`config.mk`:
```
export PLATFORM = sky130hd
export DESIGN_NAME = nand_cmd_frontend
export DESIGN_NICKNAME = d
export VERILOG_FILES = /design/src/rtl/nand_fe_pkg.sv /design/src/rtl/nand_fe_edge.sv /design/src/rtl/nand_fe_seq.sv /design/src/rtl/nand_fe_busy.sv /design/src/rtl/nand_fe_datapath.sv /design/src/rtl/nand_cmd_frontend.sv
export SDC_FILE = /design/constraint.sdc
export NUM_CORES = 1
export LEC_CHECK = 0
export ABC_CLOCK_PERIOD_IN_PS = 10000
export BUFFER_PORTS_ARGS = -buffer_cell sky130_fd_sc_hd__buf_4
export CORE_MARGIN = 4
export CORE_UTILIZATION = 65
export CTS_CLUSTER_DIAMETER = 200
export DETAILED_ROUTE_END_ITERATION = 12
export PLACE_DENSITY = 0.82
export SYNTH_ARGS = -nofsm -noshare
export SYNTH_HDL_FRONTEND = slang
export SYNTH_HIERARCHICAL = 1
export SYNTH_SLANG_ARGS = --single-unit
```
`constraint.sdc`:
```
create_clock -name clk -period 10 [get_ports clk]
set_clock_uncertainty 0.05 [all_clocks]
set_input_delay 2 -clock clk [delete_from_list [all_inputs] [get_ports clk]]
set_output_delay 2 -clock clk [all_outputs]
set_load 0.01 [all_outputs]
```
`src/rtl/nand_fe_pkg.sv`:
```
// Shared codes and types for the NAND command front-end.
// Assumes an 8-bit bus; command values are fixed by the bus protocol.
package nand_fe_pkg;
    localparam logic [7:0] C_READ_SETUP  = 8'h00;
    localparam logic [7:0] C_READ_GO     = 8'h30;
    localparam logic [7:0] C_CBREAD_GO   = 8'h35;
    localparam logic [7:0] C_PROG_SETUP  = 8'h80;
    localparam logic [7:0] C_PROG_GO     = 8'h10;
    localparam logic [7:0] C_CACHE_GO    = 8'h15;
    localparam logic [7:0] C_MOVE        = 8'h85;
    localparam logic [7:0] C_ERASE_SETUP = 8'h60;
    localparam logic [7:0] C_ERASE_GO    = 8'hD0;
    localparam logic [7:0] C_COL_SETUP   = 8'h05;
    localparam logic [7:0] C_COL_GO      = 8'hE0;
    localparam logic [7:0] C_ID          = 8'h90;
    localparam logic [7:0] C_STATUS      = 8'h70;
    localparam logic [7:0] C_RESET       = 8'hFF;

    typedef enum logic [2:0] {
        PD_NONE, PD_READ, PD_PROG, PD_COPY, PD_ERASE, PD_RDOUT, PD_RDIN
    } pend_t;

    typedef enum logic [2:0] {
        OP_NONE = 3'd0, OP_READ = 3'd1, OP_READ_CB = 3'd2, OP_PROG = 3'd3,
        OP_CACHE = 3'd4, OP_COPY = 3'd5, OP_ERASE = 3'd6
    } op_t;

    typedef enum logic [1:0] {OUT_ARRAY, OUT_STATUS, OUT_ID} out_t;
endpackage

```
`src/rtl/nand_fe_edge.sv`:
```
// Edge detector for a strobe pin sampled on clk.
// Assumes the pin is already synchronous to clk; IDLE is its level at rest.
module nand_fe_edge #(
    parameter logic IDLE = 1'b1
) (
    input  logic clk,
    input  logic rst_n,
    input  logic pin,
    output logic rise,
    output logic fall
);
    logic prev;

    // Remember the level seen at the previous clock edge.
    always_ff @(posedge clk) begin
        if (!rst_n) prev <= IDLE;
        else        prev <= pin;
    end

    assign rise = pin & ~prev;
    assign fall = ~pin & prev;
endmodule

```
`src/rtl/nand_fe_seq.sv`:
```
// Command sequencer and address assembler.
// Tracks the pending setup command, counts address cycles, fires
// operations on matching confirms and selects the read-out mode.
// Assumes cmd_ev/addr_ev/data_ev are already qualified by chip select.
module nand_fe_seq
    import nand_fe_pkg::*;
#(
    parameter int COL_W = 12,
    parameter int ROW_W = 16
) (
    input  logic             clk,
    input  logic             rst_n,
    input  logic             cmd_ev,
    input  logic             addr_ev,
    input  logic             data_ev,
    input  logic [7:0]       io_in,
    input  logic             busy,
    output logic             fire,
    output op_t              fire_kind,
    output logic             abort,
    output logic             ptr_load,
    output logic [COL_W-1:0] ptr_val,
    output logic             ptr_clr,
    output logic             buf_we,
    output out_t             mode,
    output logic             op_go,
    output op_t              op_kind,
    output logic [ROW_W-1:0] op_row
);
    pend_t      pend;
    logic [2:0] acnt;
    logic [7:0] col_lo;
    logic [2:0] need;
    logic [2:0] slot;
    logic       full;
    logic       addr_ok;

    assign full    = (acnt == 3'd4);
    assign need    = (pend == PD_ERASE || pend == PD_RDOUT || pend == PD_RDIN) ? 3'd2 : 3'd4;
    assign slot    = (pend == PD_ERASE) ? acnt + 3'd2 : acnt;
    assign addr_ok = addr_ev && !busy && (pend != PD_NONE) && (acnt < need);

    assign ptr_load = addr_ok && (slot == 3'd1);
    assign ptr_val  = {io_in[COL_W-9:0], col_lo};
    assign ptr_clr  = cmd_ev && (io_in == C_RESET || (!busy && io_in == C_ID));
    assign abort    = cmd_ev && busy && (io_in == C_RESET);
    assign buf_we   = data_ev && !busy && full && (pend == PD_PROG || pend == PD_COPY);

    // Decide whether this command confirms a fully addressed setup.
    always_comb begin
        fire      = 1'b0;
        fire_kind = OP_NONE;
        if (cmd_ev && !busy) begin
            case (io_in)
                C_READ_GO:   if (pend == PD_READ && full) begin fire = 1'b1; fire_kind = OP_READ; end
                C_CBREAD_GO: if (pend == PD_READ && full) begin fire = 1'b1; fire_kind = OP_READ_CB; end
                C_PROG_GO: begin
                    if (pend == PD_PROG && full) begin fire = 1'b1; fire_kind = OP_PROG; end
                    else if (pend == PD_COPY && full) begin fire = 1'b1; fire_kind = OP_COPY; end
                end
                C_CACHE_GO:  if (pend == PD_PROG && full) begin fire = 1'b1; fire_kind = OP_CACHE; end
                C_ERASE_GO:  if (pend == PD_ERASE && acnt == 3'd2) begin fire = 1'b1; fire_kind = OP_ERASE; end
                default: ;
            endcase
        end
    end

    // Pending-sequence, address and mode registers.
    always_ff @(posedge clk) begin
        if (!rst_n) begin
            pend    <= PD_NONE;
            acnt    <= 3'd0;
            col_lo  <= 8'd0;
            op_row  <= '0;
            mode    <= OUT_ARRAY;
            op_go   <= 1'b0;
            op_kind <= OP_NONE;
        end else begin
            op_go <= fire;
            if (fire) op_kind <= fire_kind;
            if (cmd_ev && busy) begin
                if (io_in == C_STATUS) mode <= OUT_STATUS;
                else if (io_in == C_RESET) begin
                    pend <= PD_NONE;
                    acnt <= 3'd0;
                    mode <= OUT_ARRAY;
                end
            end else if (cmd_ev) begin
                pend <= PD_NONE;
                acnt <= 3'd0;
                case (io_in)
                    C_READ_SETUP:  begin pend <= PD_READ; mode <= OUT_ARRAY; end
                    C_PROG_SETUP:  pend <= PD_PROG;
                    C_MOVE:        pend <= (pend == PD_PROG && full) ? PD_RDIN : PD_COPY;
                    C_COL_SETUP:   pend <= PD_RDOUT;
                    C_ERASE_SETUP: pend <= PD_ERASE;
                    C_COL_GO:      if (pend == PD_RDOUT && acnt == 3'd2) mode <= OUT_ARRAY;
                    C_ID:          mode <= OUT_ID;
                    C_STATUS: begin
                        pend <= pend;
                        acnt <= acnt;
                        mode <= OUT_STATUS;
                    end
                    C_RESET:       mode <= OUT_ARRAY;
                    default: ;
                endcase
            end else if (addr_ok) begin
                acnt <= acnt + 3'd1;
                case (slot)
                    3'd0: col_lo <= io_in;
                    3'd2: op_row[7:0] <= io_in;
                    3'd3: op_row[ROW_W-1:8] <= io_in[ROW_W-9:0];
                    default: ;
                endcase
                if (pend == PD_RDIN && slot == 3'd1) begin
                    pend <= PD_PROG;
                    acnt <= 3'd4;
                end
            end
        end
    end
endmodule

```
`src/rtl/nand_fe_busy.sv`:
```
// Busy timer standing in for the array engine.
// Loads a per-kind cycle count on an operation start; ready when zero.
// Assumes every length parameter is at least 1.
module nand_fe_busy
    import nand_fe_pkg::*;
#(
    parameter int T_READ  = 50,
    parameter int T_PROG  = 400,
    parameter int T_CACHE = 60,
    parameter int T_ERASE = 3000
) (
    input  logic clk,
    input  logic rst_n,
    input  logic fire,
    input  op_t  fire_kind,
    input  logic abort,
    output logic busy
);
    localparam int TMAX  = (T_ERASE > T_PROG) ? T_ERASE : T_PROG;
    localparam int CNT_W = $clog2(TMAX + 1);

    logic [CNT_W-1:0] cnt;
    logic [CNT_W-1:0] len;

    // Select the busy length for the operation being started.
    always_comb begin
        case (fire_kind)
            OP_READ, OP_READ_CB: len = CNT_W'(T_READ);
            OP_CACHE:            len = CNT_W'(T_CACHE);
            OP_ERASE:            len = CNT_W'(T_ERASE);
            default:             len = CNT_W'(T_PROG);
        endcase
    end

    // Count down the remaining busy cycles.
    always_ff @(posedge clk) begin
        if (!rst_n)              cnt <= '0;
        else if (abort)          cnt <= '0;
        else if (fire)           cnt <= len;
        else if (cnt != '0)      cnt <= cnt - 1'b1;
    end

    assign busy = (cnt != '0);
endmodule

```
`src/rtl/nand_fe_datapath.sv`:
```
// Column pointer, behavioural page buffer and output byte register.
// The buffer keeps 2^BUF_AW bytes indexed by the low pointer bits.
module nand_fe_datapath
    import nand_fe_pkg::*;
#(
    parameter int          COLS     = 2112,
    parameter int          COL_W    = 12,
    parameter int          BUF_AW   = 4,
    parameter logic [31:0] ID_BYTES = 32'h9510D1C8
) (
    input  logic             clk,
    input  logic             rst_n,
    input  logic             ptr_load,
    input  logic [COL_W-1:0] ptr_val,
    input  logic             ptr_clr,
    input  logic             buf_we,
    input  logic [7:0]       wdata,
    input  logic             rd_step,
    input  logic             busy,
    input  out_t             mode,
    output logic [COL_W-1:0] ptr,
    output logic [7:0]       io_q
);
    localparam int DEPTH = 1 << BUF_AW;

    logic [7:0]       pg [DEPTH];
    logic [COL_W-1:0] ptr_nx;
    logic             step_ok;

    assign ptr_nx  = (ptr == COL_W'(COLS - 1)) ? '0 : ptr + 1'b1;
    assign step_ok = rd_step && !busy && (mode != OUT_STATUS);

    // Column pointer: clear, load, or advance on write or read.
    always_ff @(posedge clk) begin
        if (!rst_n || ptr_clr)       ptr <= '0;
        else if (ptr_load)           ptr <= ptr_val;
        else if (buf_we || step_ok)  ptr <= ptr_nx;
    end

    // Page buffer write port.
    always_ff @(posedge clk) begin
        if (!rst_n) begin
            for (int i = 0; i < DEPTH; i++) pg[i] <= 8'd0;
        end else if (buf_we) begin
            pg[ptr[BUF_AW-1:0]] <= wdata;
        end
    end

    // Output byte loaded on each read strobe.
    always_ff @(posedge clk) begin
        if (!rst_n) io_q <= 8'd0;
        else if (rd_step) begin
            case (mode)
                OUT_STATUS: io_q <= {1'b0, ~busy, 6'd0};
                OUT_ID:     io_q <= ID_BYTES[8*ptr[1:0] +: 8];
                default:    io_q <= pg[ptr[BUF_AW-1:0]];
            endcase
        end
    end
endmodule

```
`src/rtl/nand_cmd_frontend.sv`:
```
// NAND device command front-end top level.
// Qualifies bus strobes, runs the command sequencer, busy timer and
// read datapath, and drives the bus enable. Pins are assumed synchronous.
module nand_cmd_frontend
    import nand_fe_pkg::*;
#(
    parameter int          COLS     = 2112,
    parameter int          ROW_W    = 16,
    parameter int          BUF_AW   = 4,
    parameter int          T_READ   = 50,
    parameter int          T_PROG   = 400,
    parameter int          T_CACHE  = 60,
    parameter int          T_ERASE  = 3000,
    parameter logic [31:0] ID_BYTES = 32'h9510D1C8
) (
    input  logic             clk,
    input  logic             rst_n,
    input  logic             ce_n,
    input  logic             cle,
    input  logic             ale,
    input  logic             we_n,
    input  logic             re_n,
    input  logic [7:0]       io_in,
    output logic [7:0]       io_out,
    output logic             io_oe,
    output logic             rb,
    output logic             op_go,
    output logic [2:0]       op_kind,
    output logic [ROW_W-1:0] op_row
);
    localparam int COL_W = $clog2(COLS);

    logic             we_rise, we_fall_nc, re_rise_nc, re_fall;
    logic             wr_ok, cmd_ev, addr_ev, data_ev, rd_step;
    logic             busy, fire, abort;
    op_t              fire_kind, kind_q;
    logic             ptr_load, ptr_clr, buf_we;
    logic [COL_W-1:0] ptr_val, ptr;
    out_t             mode;
    logic             step_mode;

    nand_fe_edge #(.IDLE(1'b1)) u_we (.clk(clk), .rst_n(rst_n), .pin(we_n), .rise(we_rise), .fall(we_fall_nc));
    nand_fe_edge #(.IDLE(1'b1)) u_re (.clk(clk), .rst_n(rst_n), .pin(re_n), .rise(re_rise_nc), .fall(re_fall));

    assign wr_ok   = we_rise & ~ce_n;
    assign cmd_ev  = wr_ok & cle & ~ale;
    assign addr_ev = wr_ok & ale & ~cle;
    assign data_ev = wr_ok & ~cle & ~ale;
    assign rd_step = re_fall & ~ce_n;

    nand_fe_seq #(.COL_W(COL_W), .ROW_W(ROW_W)) u_seq (
        .clk(clk), .rst_n(rst_n), .cmd_ev(cmd_ev), .addr_ev(addr_ev), .data_ev(data_ev),
        .io_in(io_in), .busy(busy), .fire(fire), .fire_kind(fire_kind), .abort(abort),
        .ptr_load(ptr_load), .ptr_val(ptr_val), .ptr_clr(ptr_clr), .buf_we(buf_we),
        .mode(mode), .op_go(op_go), .op_kind(kind_q), .op_row(op_row)
    );

    nand_fe_busy #(.T_READ(T_READ), .T_PROG(T_PROG), .T_CACHE(T_CACHE), .T_ERASE(T_ERASE)) u_busy (
        .clk(clk), .rst_n(rst_n), .fire(fire), .fire_kind(fire_kind), .abort(abort), .busy(busy)
    );

    nand_fe_datapath #(.COLS(COLS), .COL_W(COL_W), .BUF_AW(BUF_AW), .ID_BYTES(ID_BYTES)) u_dp (
        .clk(clk), .rst_n(rst_n), .ptr_load(ptr_load), .ptr_val(ptr_val), .ptr_clr(ptr_clr),
        .buf_we(buf_we), .wdata(io_in), .rd_step(rd_step), .busy(busy), .mode(mode),
        .ptr(ptr), .io_q(io_out)
    );

    assign step_mode = (mode != OUT_STATUS);
    assign op_kind   = kind_q;
    assign rb        = ~busy;
    assign io_oe     = (~ce_n | busy) & ~re_n;
endmodule

```
# == Yosys cells after proc, flatten, opt, wreduce, memory -nomap -nowiden ==
# Memories as Yosys holds them, arrays and structs flattened. A register that Yosys moved wholly into a read port is not among the register bits.
# Cells that the tools add are included.
# op_classes
bitwise_logic,21
n_eq_ne,37
reduce_logical,49
n_mux,52
order_cmp,1
n_addsub,4
n_shift,1
# op_table
operator,n
2-to-1 mux 12 bit,5
2-to-1 mux 3 bit,19
== test 8 bit (second input constant),6
one-hot mux 12 bit (3 select lines),1
variable part select 32 x 6 -> 8 bit (first input constant),1
logical AND 1 bit,20
AND reduction 4 bit,5
== test 3 x 2 -> 1 bit (second input constant),6
== test 3 bit (second input constant),6
one-hot mux 3 bit (6 select lines),1
== test 8 x 5 -> 1 bit (second input constant),2
== test 8 x 6 -> 1 bit (second input constant),2
== test 8 x 7 -> 1 bit (second input constant),2
one-hot mux 8 bit (2 select lines),1
one-hot mux 3 bit (5 select lines),1
adder 12 x 1 -> 12 bit (second input constant),1
== test 12 bit (second input constant),1
2-to-1 mux 1 bit,12
2-to-1 mux 2 bit,6
2-to-1 mux 4 bit,3
nonzero test 12 bit,1
subtractor 12 x 1 -> 12 bit (second input constant),1
bitwise AND 1 bit,11
== test 3 x 1 -> 1 bit (second input constant),3
other kinds (25),48
# totals
inputBits,15
n_memories,1
wordCells,179
output_inout_bits,30
ram_bits,128
ff_bits,70
# mem_list
memory,depth,word_bits,rd,rd_ports_with_merged_regs,wr,line_no,source
u_dp.pg,16,8,1,1,16,nand_fe_datapath.sv:26,logic [7:0] pg [DEPTH];

# == Longest topological paths before layout ==
# depth
ltp_word,13
mapped_depth,15
ltp_nobuf,12

# == By module ==
# The synthesis kept the hierarchy.
# modules_own_cells
module,instances,area_per_inst_um2,seq_area_each_um2,cells_each
nand_fe_datapath,1,7297.0,4324.1,552
nand_fe_seq,1,2130.8,720.7,236
nand_fe_busy,1,714.4,240.2,89
nand_fe_edge,2,38.8,20.0,4
nand_cmd_frontend,1,61.3,0.0,7

# == Worst setup path before layout ==
# OpenSTA, ideal clock, no wires.
# synth_timing
path_kind,input-to-reg
startpoint,input port io_in[2]
endpoint,register u_busy.cnt[11]
path_slack_ps,5527
cell_stages,10
t_required_ps,9828
n_path_buf,3
t_arrival_ps,4301
cell_sequence,clkbuf_1 or4_4 buf_6 or4_4 and2_4 a31oi_2 clkbuf_1 nor2_1 nand2_1 o21ai_0
# synth_lines
element,line_no,source
"start, declared",nand_cmd_frontend.sv:23,"input logic [7:0] io_in,"
== test 8 x 6 -> 1 bit,nand_fe_seq.sv:54,case (io_in)
OR reduction 2 bit (no line),n/a,
one-hot mux 1 bit (4 select lines) *,nand_fe_seq.sv:54,
2-to-1 mux 1 bit *,nand_fe_seq.sv:53,if (cmd_ev && !busy) begin
named net fire,nand_cmd_frontend.sv:35,"logic busy, fire, abort;"
2-to-1 mux 12 bit or nonzero test 2 bit (tied branches),n/a,
"end signal, assigned",nand_fe_busy.sv:39,else if (fire) cnt <= len;
"end signal, assigned",nand_fe_busy.sv:40,else if (cnt != '0) cnt <= cnt - 1'b1;
"end, declared",nand_fe_busy.sv:22,logic [CNT_W-1:0] cnt;
# The timed path passes the listed nets; every way through them passes the cells marked *.
# A chain may end at the register's enable or synchronous reset.

# == Worst setup path after layout ==
# layout_timing
startpoint,register u_busy.cnt[0]
endpoint,output port io_oe
# layout_between
elab_chain_len,3
# layout_rtl
element,line_no,source
nonzero test 12 bit,nand_fe_busy.sv:43,assign busy = (cnt != '0);
named net busy,nand_cmd_frontend.sv:35,
OR 1 bit,nand_cmd_frontend.sv:71,assign io_oe = (~ce_n | busy) & ~re_n;
bitwise AND 1 bit,nand_cmd_frontend.sv:71,
"end, declared",nand_cmd_frontend.sv:25,"output logic io_oe,"
# The timed path passes the listed nets, and every way through them passes these cells.

==> out/qor.yml <==
outcome: "finished, final reports clean"
num_vias: 7330
grt_pass1_wl_um: 38400
drt_wl_total_um: 24400
overflow: 0
post_cts_buffers: 0
drc_errors: 0
synth_warnings: 6
fin_cells: 1130
core_area_um2: 15300
io_pins: 45
numClockSinks: 202
rsz0062_at_grt: "no"
firstDrtPassIters: 5
max_cap_violations: 0
total_power_mw: 2.01
path_buf_inv: 4
syn_inst: 890
power_density_nw_per_um2: 177
die_h_um: 134
io_buffers: 44
wl_per_cell_um: 21.6
cp_cell_sequence: "inv_1, ha_1, nor3b_1, and3_1, inv_1, inv_1, a21oi_1, buf_4"
relSlewSlack_pct: 17.9
layout-drive-gt1-share_pct: 15.8
required_ps: 7950
n_antenna_cell: 0
critPathSlowestCell: "inv_1"
viasPerCell: 6.49
slew_viol_final: 0
p_clk_share_pct: 38.2
worst-path-max-fanout: 14
initialDrtViolationCount: 745
pwr-share-comb_pct: 13.4
nNetsFinal: 935
cts.path.max_buffers: 3
place_congestion: 0.866
synthToLayoutAreaGrowth_pct: 10.4
clockRootBuffer: "clkbuf_16"
cts_hold_buf: 0
antenna_found_initial: 0
hold_viol_final: 0
timing.rr.start: "u_busy/cnt[4]"
crit_start: "u_busy/cnt[0]"
cts_made_buffers: 21
initial_utilization_pct: 67.1
cpPeakStageDelay_ps: 470
dp_cells: 1094
internal-power_mw: 1.50
cp.arrival_ps: 2450
period_share_pct: 45.0
cts_max_level: 1
syn_avg_cell_area_um2: 11.5
path_class: "reg2out"
worstMarginPinSlew_ps: 1220
r2r_setup_slack_ps: 5900
syn-num-nets: 919
worst_slack_ps: 5500
cpLargestDelayFamily: "buffers and inverters"
grt_pass1_vias: 7160
min_path_type: "reg2reg"
critPathCaptureType: "primary output"
min_period_ps: 4500
fin_tns_setup_ps: 0
rows: 45
max_freq_ghz: 0.222
p_sw_share_pct: 25.0
fillers: 1051
startpoint_type: "flop"
multi_input_area_um2: 4570
clkLatencyLatePin_ps: 500
clk_pin_slew_worst_paths_ps: 60
p_seq_share_pct: 48.3
fp.dieArea_um2: 17900
ant_nets: 0
setup_violations: 0
p_leak_nw: 4.02
dp_worst_setup_slack_ps: 5090
grt_max_degree: 73
grtUsageTotal_pct: 27.2
peakVddDrop_mv: 0.161
ctsResizeCount: 0
cts_tree: "yes"
die_w_um: 134
switchingPower_mw: 0.501
min-delay-start: "u_seq/mode[0]"
dp_hpwl_um: 15700
synth_area_um2: 10300
critPathMostFrequentCell: "inv_1"
area.sequential_um2: 5330
-- power groups by stage --
stage | Sequential [mW] | Combinational, mW | Clock, mW
final | 0.969 | 0.269 | 0.767
after detailed placement | 0.986 | 0.262 | 0
after global routing | 0.974 | 0.292 | 0.815
after CTS | 0.968 | 0.266 | 0.778
after floorplan | 0.967 | 0.207 | 0
after global placement | 0.983 | 0.255 | 0
-- stage by stage --
step / cell area [um^2] / utilization (%) / hold slack [ps]
after detailed placement: 10600 / 69.5 / 436
final: 11300 / 74.0 / 445
after global routing: 11300 / 74.0 / 468
after CTS: 11300 / 74.0 / 447
after global placement: 10600 / 69.5 / 432
after floorplan: 10300 / - / 402
-- worst paths after layout --
kind | end | cells past startpoint
setup reg to reg | u_dp/pg[13][5] | 6
setup / recovery | io_oe | 8
hold / removal | u_seq/mode[0] | 2
hold reg to reg | u_seq/mode[0] | 2
-- layer usage --
metal  global-route usage [%]  up-vias  wire, um
li1                         -     3286         -
met1                     38.0     3614     10100
met2                     44.7      354     11700
met3                     3.70       76      1870
met4                     8.51        0       726
met5                        0        -         0
-- placed cells by master, fill, tap and decap left out, drive strengths merged, types with 6 or more instances in the layout --
cell	count
nor2b	44
or4	10
edfxtp	128
inv	23
a22oi	10
dfxtp	74
nand2	29
nor2	36
ha	14
nor3b	7
and3	9
nand3	24
mux2	7
nand2b	19
nor3	16
buf	53
a21oi	18
and2	135
clkbuf	28
xnor2	7
mux4	28
o21a	6
nand4	10
and3b	6
mux2i	38
o21ai	31
nor4	9
a31oi	9
-- final cells by class --
| type | count | area share, % |
|---|---|---|
| Sequential cell | 202 | 47.0 |
| Multi-Input combinational cell | 605 | 40.4 |
| Clock buffer | 28 | 5.42 |
| Timing Repair Buffer | 53 | 3.51 |
| Tap cell | 211 | 2.33 |
| Inverter | 23 | 0.762 |
| Clock inverter | 8 | 0.607 |
-- state kept, by name, indices dropped and copies added, names as in the netlist, 2 cells and up, named ones only --
name           cells
u_dp/ptr          12
u_seq/mode         2
u_dp/io_q          8
u_seq/op_kind      3
u_seq/pend         3
u_seq/op_row      16
u_busy/cnt        12
u_seq/col_lo       8
u_seq/acnt         3
u_dp/pg          128
-- tightest hold or removal path: cells and delay by family, from the launching register on --
| kind | cells | cell delay (ps) |
|---|---|---|
| AOI/OAI and AO/OA | 1 | 50 |
| DFF | 1 | 330 |
| and+or+nand+nor | 1 | 60 |
Note: power is estimated with default switching activity, not from simulation.
